$ cat src/rtl/round_pkg.sv
package round_pkg;

  typedef enum logic [2:0] {
    RM_NEAR_EVEN = 3'd0,
    RM_TO_ZERO   = 3'd1,
    RM_UP        = 3'd2,
    RM_DOWN      = 3'd3,
    RM_NEAR_AWAY = 3'd4
  } roundMode_e;

  // strobes handed from the decision logic to the datapath
  typedef struct packed {
    logic incr;
    logic inexact;
    logic special;
  } rndStrobes_t;

  // Build a 16-entry increment table for one mode code.
  // Index bit 3 = sign, bit 2 = ulp, bit 1 = guard, bit 0 = sticky.
  function automatic logic [15:0] buildTable(input int code);
    logic [15:0] tbl;
    logic s, u, g, k;
    tbl = '0;
    for (int i = 0; i < 16; i++) begin
      s = i[3];
      u = i[2];
      g = i[1];
      k = i[0];
      case (code)
        1:       tbl[i] = 1'b0;
        2:       tbl[i] = ~s & (g | k);
        3:       tbl[i] = s & (g | k);
        4:       tbl[i] = g;
        default: tbl[i] = g & (k | u);
      endcase
    end
    return tbl;
  endfunction

endpackage

$ cat src/rtl/roundCtrl.sv
module roundCtrl
  import round_pkg::*;
#(
  parameter int EXP_W  = 8,
  parameter int MODE_W = 3
) (
  input  logic              signIn,
  input  logic              ulpIn,
  input  logic              guardIn,
  input  logic              stickyIn,
  input  logic [EXP_W-1:0]  expIn,
  input  logic [MODE_W-1:0] modeIn,
  output rndStrobes_t       strobes
);
  localparam int NUM_CODES = 2 ** MODE_W;

  logic [15:0] tblBank [NUM_CODES];

  genvar t;
  generate
    for (t = 0; t < NUM_CODES; t++) begin : g_tbl
      localparam logic [15:0] TBL = buildTable(t);
      assign tblBank[t] = TBL;
    end
  endgenerate

  logic [3:0]  tblIdx;
  logic [15:0] selTbl;
  logic        isSpecial;
  logic        lost;

  always_comb begin
    tblIdx    = {signIn, ulpIn, guardIn, stickyIn};
    selTbl    = tblBank[modeIn];
    isSpecial = &expIn;
    lost      = guardIn | stickyIn;
    strobes.special = isSpecial;
    strobes.incr    = ~isSpecial & selTbl[tblIdx];
    strobes.inexact = ~isSpecial & lost;
  end

endmodule

$ cat src/rtl/roundPath.sv
module roundPath
  import round_pkg::*;
#(
  parameter int EXP_W   = 8,
  parameter int FRAC_W  = 23,
  parameter bit REG_OUT = 1'b1
) (
  input  logic                    clk,
  input  logic                    rstN,
  input  logic                    signIn,
  input  logic [EXP_W-1:0]        expIn,
  input  logic [FRAC_W-1:0]       fracIn,
  input  rndStrobes_t             strobes,
  output logic [EXP_W+FRAC_W:0]   resultOut,
  output logic                    inexactOut,
  output logic                    overflowOut
);
  localparam int MAG_W = EXP_W + FRAC_W;

  logic [MAG_W-1:0] magIn;
  logic [MAG_W-1:0] magSum;
  logic [MAG_W:0]   nextResult;
  logic             nextOverflow;

  always_comb begin
    magIn        = {expIn, fracIn};
    magSum       = magIn + {{(MAG_W-1){1'b0}}, strobes.incr};
    nextResult   = {signIn, magSum};
    nextOverflow = strobes.incr & (&magSum[MAG_W-1:FRAC_W]);
  end

  generate
    if (REG_OUT) begin : g_reg
      always_ff @(posedge clk or negedge rstN) begin
        if (!rstN) begin
          resultOut   <= '0;
          inexactOut  <= 1'b0;
          overflowOut <= 1'b0;
        end else begin
          resultOut   <= nextResult;
          inexactOut  <= strobes.inexact;
          overflowOut <= nextOverflow;
        end
      end
    end else begin : g_comb
      assign resultOut   = nextResult;
      assign inexactOut  = strobes.inexact;
      assign overflowOut = nextOverflow;
    end
  endgenerate

endmodule

$ cat src/rtl/roundUnit.sv
module roundUnit
  import round_pkg::*;
#(
  parameter int EXP_W   = 8,
  parameter int FRAC_W  = 23,
  parameter bit REG_OUT = 1'b1
) (
  input  logic                  clk,
  input  logic                  rstN,
  input  logic                  signIn,
  input  logic [EXP_W-1:0]      expIn,
  input  logic [FRAC_W-1:0]     fracIn,
  input  logic                  guardIn,
  input  logic                  stickyIn,
  input  logic [2:0]            modeIn,
  output logic [EXP_W+FRAC_W:0] resultOut,
  output logic                  inexactOut,
  output logic                  overflowOut
);
  rndStrobes_t strobes;

  roundCtrl #(.EXP_W(EXP_W), .MODE_W(3)) u_ctrl (
    .signIn  (signIn),
    .ulpIn   (fracIn[0]),
    .guardIn (guardIn),
    .stickyIn(stickyIn),
    .expIn   (expIn),
    .modeIn  (modeIn),
    .strobes (strobes)
  );

  roundPath #(.EXP_W(EXP_W), .FRAC_W(FRAC_W), .REG_OUT(REG_OUT)) u_path (
    .clk        (clk),
    .rstN       (rstN),
    .signIn     (signIn),
    .expIn      (expIn),
    .fracIn     (fracIn),
    .strobes    (strobes),
    .resultOut  (resultOut),
    .inexactOut (inexactOut),
    .overflowOut(overflowOut)
  );

endmodule

$ cat config.mk
export PLATFORM = sky130hd
export DESIGN_NAME = roundUnit
export DESIGN_NICKNAME = d
export VERILOG_FILES = /design/src/rtl/round_pkg.sv /design/src/rtl/roundCtrl.sv /design/src/rtl/roundPath.sv /design/src/rtl/roundUnit.sv
export SDC_FILE = /design/constraint.sdc
export NUM_CORES = 1
export LEC_CHECK = 0
export BUFFER_PORTS_ARGS = -buffer_cell sky130_fd_sc_hd__buf_2
export CAP_MARGIN = 20
export CORE_ASPECT_RATIO = 0.75
export CORE_MARGIN = 2
export CORE_UTILIZATION = 35
export CTS_CLUSTER_DIAMETER = 100
export DETAILED_ROUTE_END_ITERATION = 7
export SKIP_CTS_REPAIR_TIMING = 1
export SYNTH_ARGS = -nofsm -noshare
export SYNTH_HDL_FRONTEND = slang
export SYNTH_HIERARCHICAL = 1
export SYNTH_SLANG_ARGS = --single-unit
$ cat constraint.sdc
create_clock -name clk -period 0.95 [get_ports clk]
set_clock_uncertainty 0.15 [all_clocks]
set_input_delay 0.095 -clock clk [delete_from_list [all_inputs] [get_ports clk]]
set_output_delay 0.095 -clock clk [all_outputs]
set_load 0.1 [all_outputs]
==> run_results.csv <==
group,metric,value,unit
layout,nets,326,
floorplan,design.die.area,0.00535,sq mm
placed_design,place_area,0.00306,sq mm
logic_synthesis,avgSynthCellArea,11.0,sq um
floorplan,io-pin-count,73,
detailed_routing,antenna_left,0,
timing,drv_slew,0,
clock_tree,clockBufferDepth,2,
detailed_routing,drt_iter0_markers,106,
power,pwr-share-comb,34.8,%
timing,max_slew_margin,80.2,%
logic_synthesis,syn_area,0.00167,sq mm
placed_design,numPortBuffers,72,
grt,grt_pass1_wl,7.68,mm
setup_path,end_kind,"register",
timing,setup_tns,-35310,ps
flow_run,maxCapViolations,0,
floorplan,rows,21,
clock_tree,tritoncts,"yes",
timing,fin_crit,2060,ps
grt,grt_overflow_total,0,
layout,nFillCells,319,
power,p_int,3.05,mW
setup_path,crit_slowest_cell,"or4_4",
layout,multi_input_area,960,sq um
logic_synthesis,syn_nets,196,
setup_path,critPathLaunch,"fracIn[0]",
setup_path,worst-setup-path-type,"input port to register",
clock_tree,cts-root-buf,"clkbuf_8",
timing,period_share,216,%
floorplan,start_util,37.0,%
setup_path,critPathRequiredTime,960,ps
logic_synthesis,syn_inst,152,
power,sequentialPowerShare,35.3,%
grt,grt_pass1_vias,1721,
detailed_routing,remaining_drc_errors,0,
power,switching_share,33.5,%
timing,hold_ws,-62.0,ps
detailed_routing,wl_per_cell,14.2,microns
detailed_routing,drt_pass1_iterations,4,
setup_path,path_common_cell,"ha_4",
timing,rsz0062_at_grt,"true",
setup_path,slowest_delay,500,ps
layout,syn2layout_area_growth,102,%
detailed_routing,postRouteWirelength,4.83,mm
placed_design,place.gp.congestion,0.788,
status,violations,"negative hold slack, negative setup slack",
power,irDropWorstVdd,1.02,mV
worst_hold_path,hp-class,"input port to register",
power,p_clk_share,29.9,%
layout,seq_area,892,sq um
timing,setup_ws,-1110,ps
setup_path,crit_end,"u_path/resultOut[30]",
layout,design_area,0.00338,sq mm
timing,setup_viol,66,
status,outcome,"finished, violations left",
setup_path,path_cells,"buf_6 -> o21a_1 -> or4_4 -> a31oi_4 -> ha_4 -> ha_4 -> and4_1 -> and4_4 -> nand4_1 -> xnor2_1",
clock_tree,clock-sinks,34,
timing,finalHoldViolations,25,
placed_design,pre_cts_ws,-1470,ps
floorplan,die_h,63.9,microns
grt,grt_max_degree,26,
detailed_routing,vias,1631,
layout,drive_above_1_share,69.3,%
setup_path,cp.arrival,2070,ps
clock_tree,clk_pin_slew,80,ps
setup_path,crit_fanout,3,
clock_tree,h-tree-depth,2,
power,power_density,1360,mW/mm^2
setup_path,critPathLaunchType,"input port",
grt,track_usage,18.2,%
placed_design,dp_hpwl,3.70,mm
layout,finish.utilization,74.8,%
floorplan,die_w,83.8,microns
detailed_routing,viasPerCell,4.80,
timing,fmax,486,MHz
floorplan,core,0.00452,sq mm
clock_tree,numCtsBuffers,5,
timing,tightest_slew,297,ps
power,p_leak,1.51,nW
power,power_switching,1.54,mW
grt,grt_antenna_before_repair,0,
logic_synthesis,ys_warn_count,6,
layout,antenna_cells,0,
## power groups by stage
stage	Combinational [mW]	Clock (mW)	Sequential, mW
2_1_floorplan	0.146	0	2.24
3_3_place_gp	1.50	0	1.65
3_5_place_dp	1.51	0	1.65
4_1_cts	1.51	1.40	1.62
5_1_grt	1.66	1.49	1.63
6_report	1.60	1.37	1.62
## layout by cell type, fill, tap and decap left out, types with 4 or more instances in the layout
master,count
xnor2_1,19
buf_12,35
buf_2,35
nor2_1,8
nand3_1,7
buf_4,49
buf_6,5
and3_1,6
nand2_1,6
nand2_2,5
ha_4,4
clkbuf_8,6
xor2_1,7
nand4_1,14
dfrtp_2,33
## how the worst min path moves through the flow
stage | cells after the start | end | slack, ps | from
after floorplan | 0 | u_path/inexactOut | -350 | rstN
after global placement | 1 | u_path/resultOut[27] | -160 | rstN
after detailed placement | 1 | u_path/resultOut[27] | -160 | rstN
after CTS | 1 | u_path/resultOut[27] | -470 | rstN
after global routing | 3 | u_path/resultOut[19] | -60 | fracIn[19]
final | 3 | u_path/resultOut[21] | -60 | fracIn[21]
## state kept, by name, indices dropped and copies added (netlist names)
register and count:
u_path/resultOut 32, u_path/overflowOut 1, u_path/inexactOut 1
## metal layers
layer	global-route usage [%]	vias up	share of wire, %
li1	-	802	-
met1	23.5	781	45
met2	29.7	46	50
met3	4.91	2	4.9
met4	6.05	0	0.31
met5	0	-	0
## layout make-up
cell class / count / share of cell area (%)
repair buffers: 127 / 39.4
multi-input cells: 112 / 28.4
flip-flops and latches: 34 / 26.4
clock buffers: 7 / 2.55
well taps: 57 / 2.11
clock inverters: 1 / 0.889
inverters: 2 / 0.296
## per-stage QoR
step	power (mW)	std cells
global placement	3.15	326
floorplan	2.38	152
finish	4.59	340
global route	4.78	340
detailed placement	3.16	326
CTS	4.54	334
## critical path, delay by kind of cell
kind                     cells  cell delay [ps]
AND/OR/NAND/NOR              4             1020
AO/OA/AOI/OAI                2              400
XOR/XNOR                     1              150
buffers and inverters        1              100
adder cells (fa/ha/maj)      2              310
(Power assumes the default switching activity.)
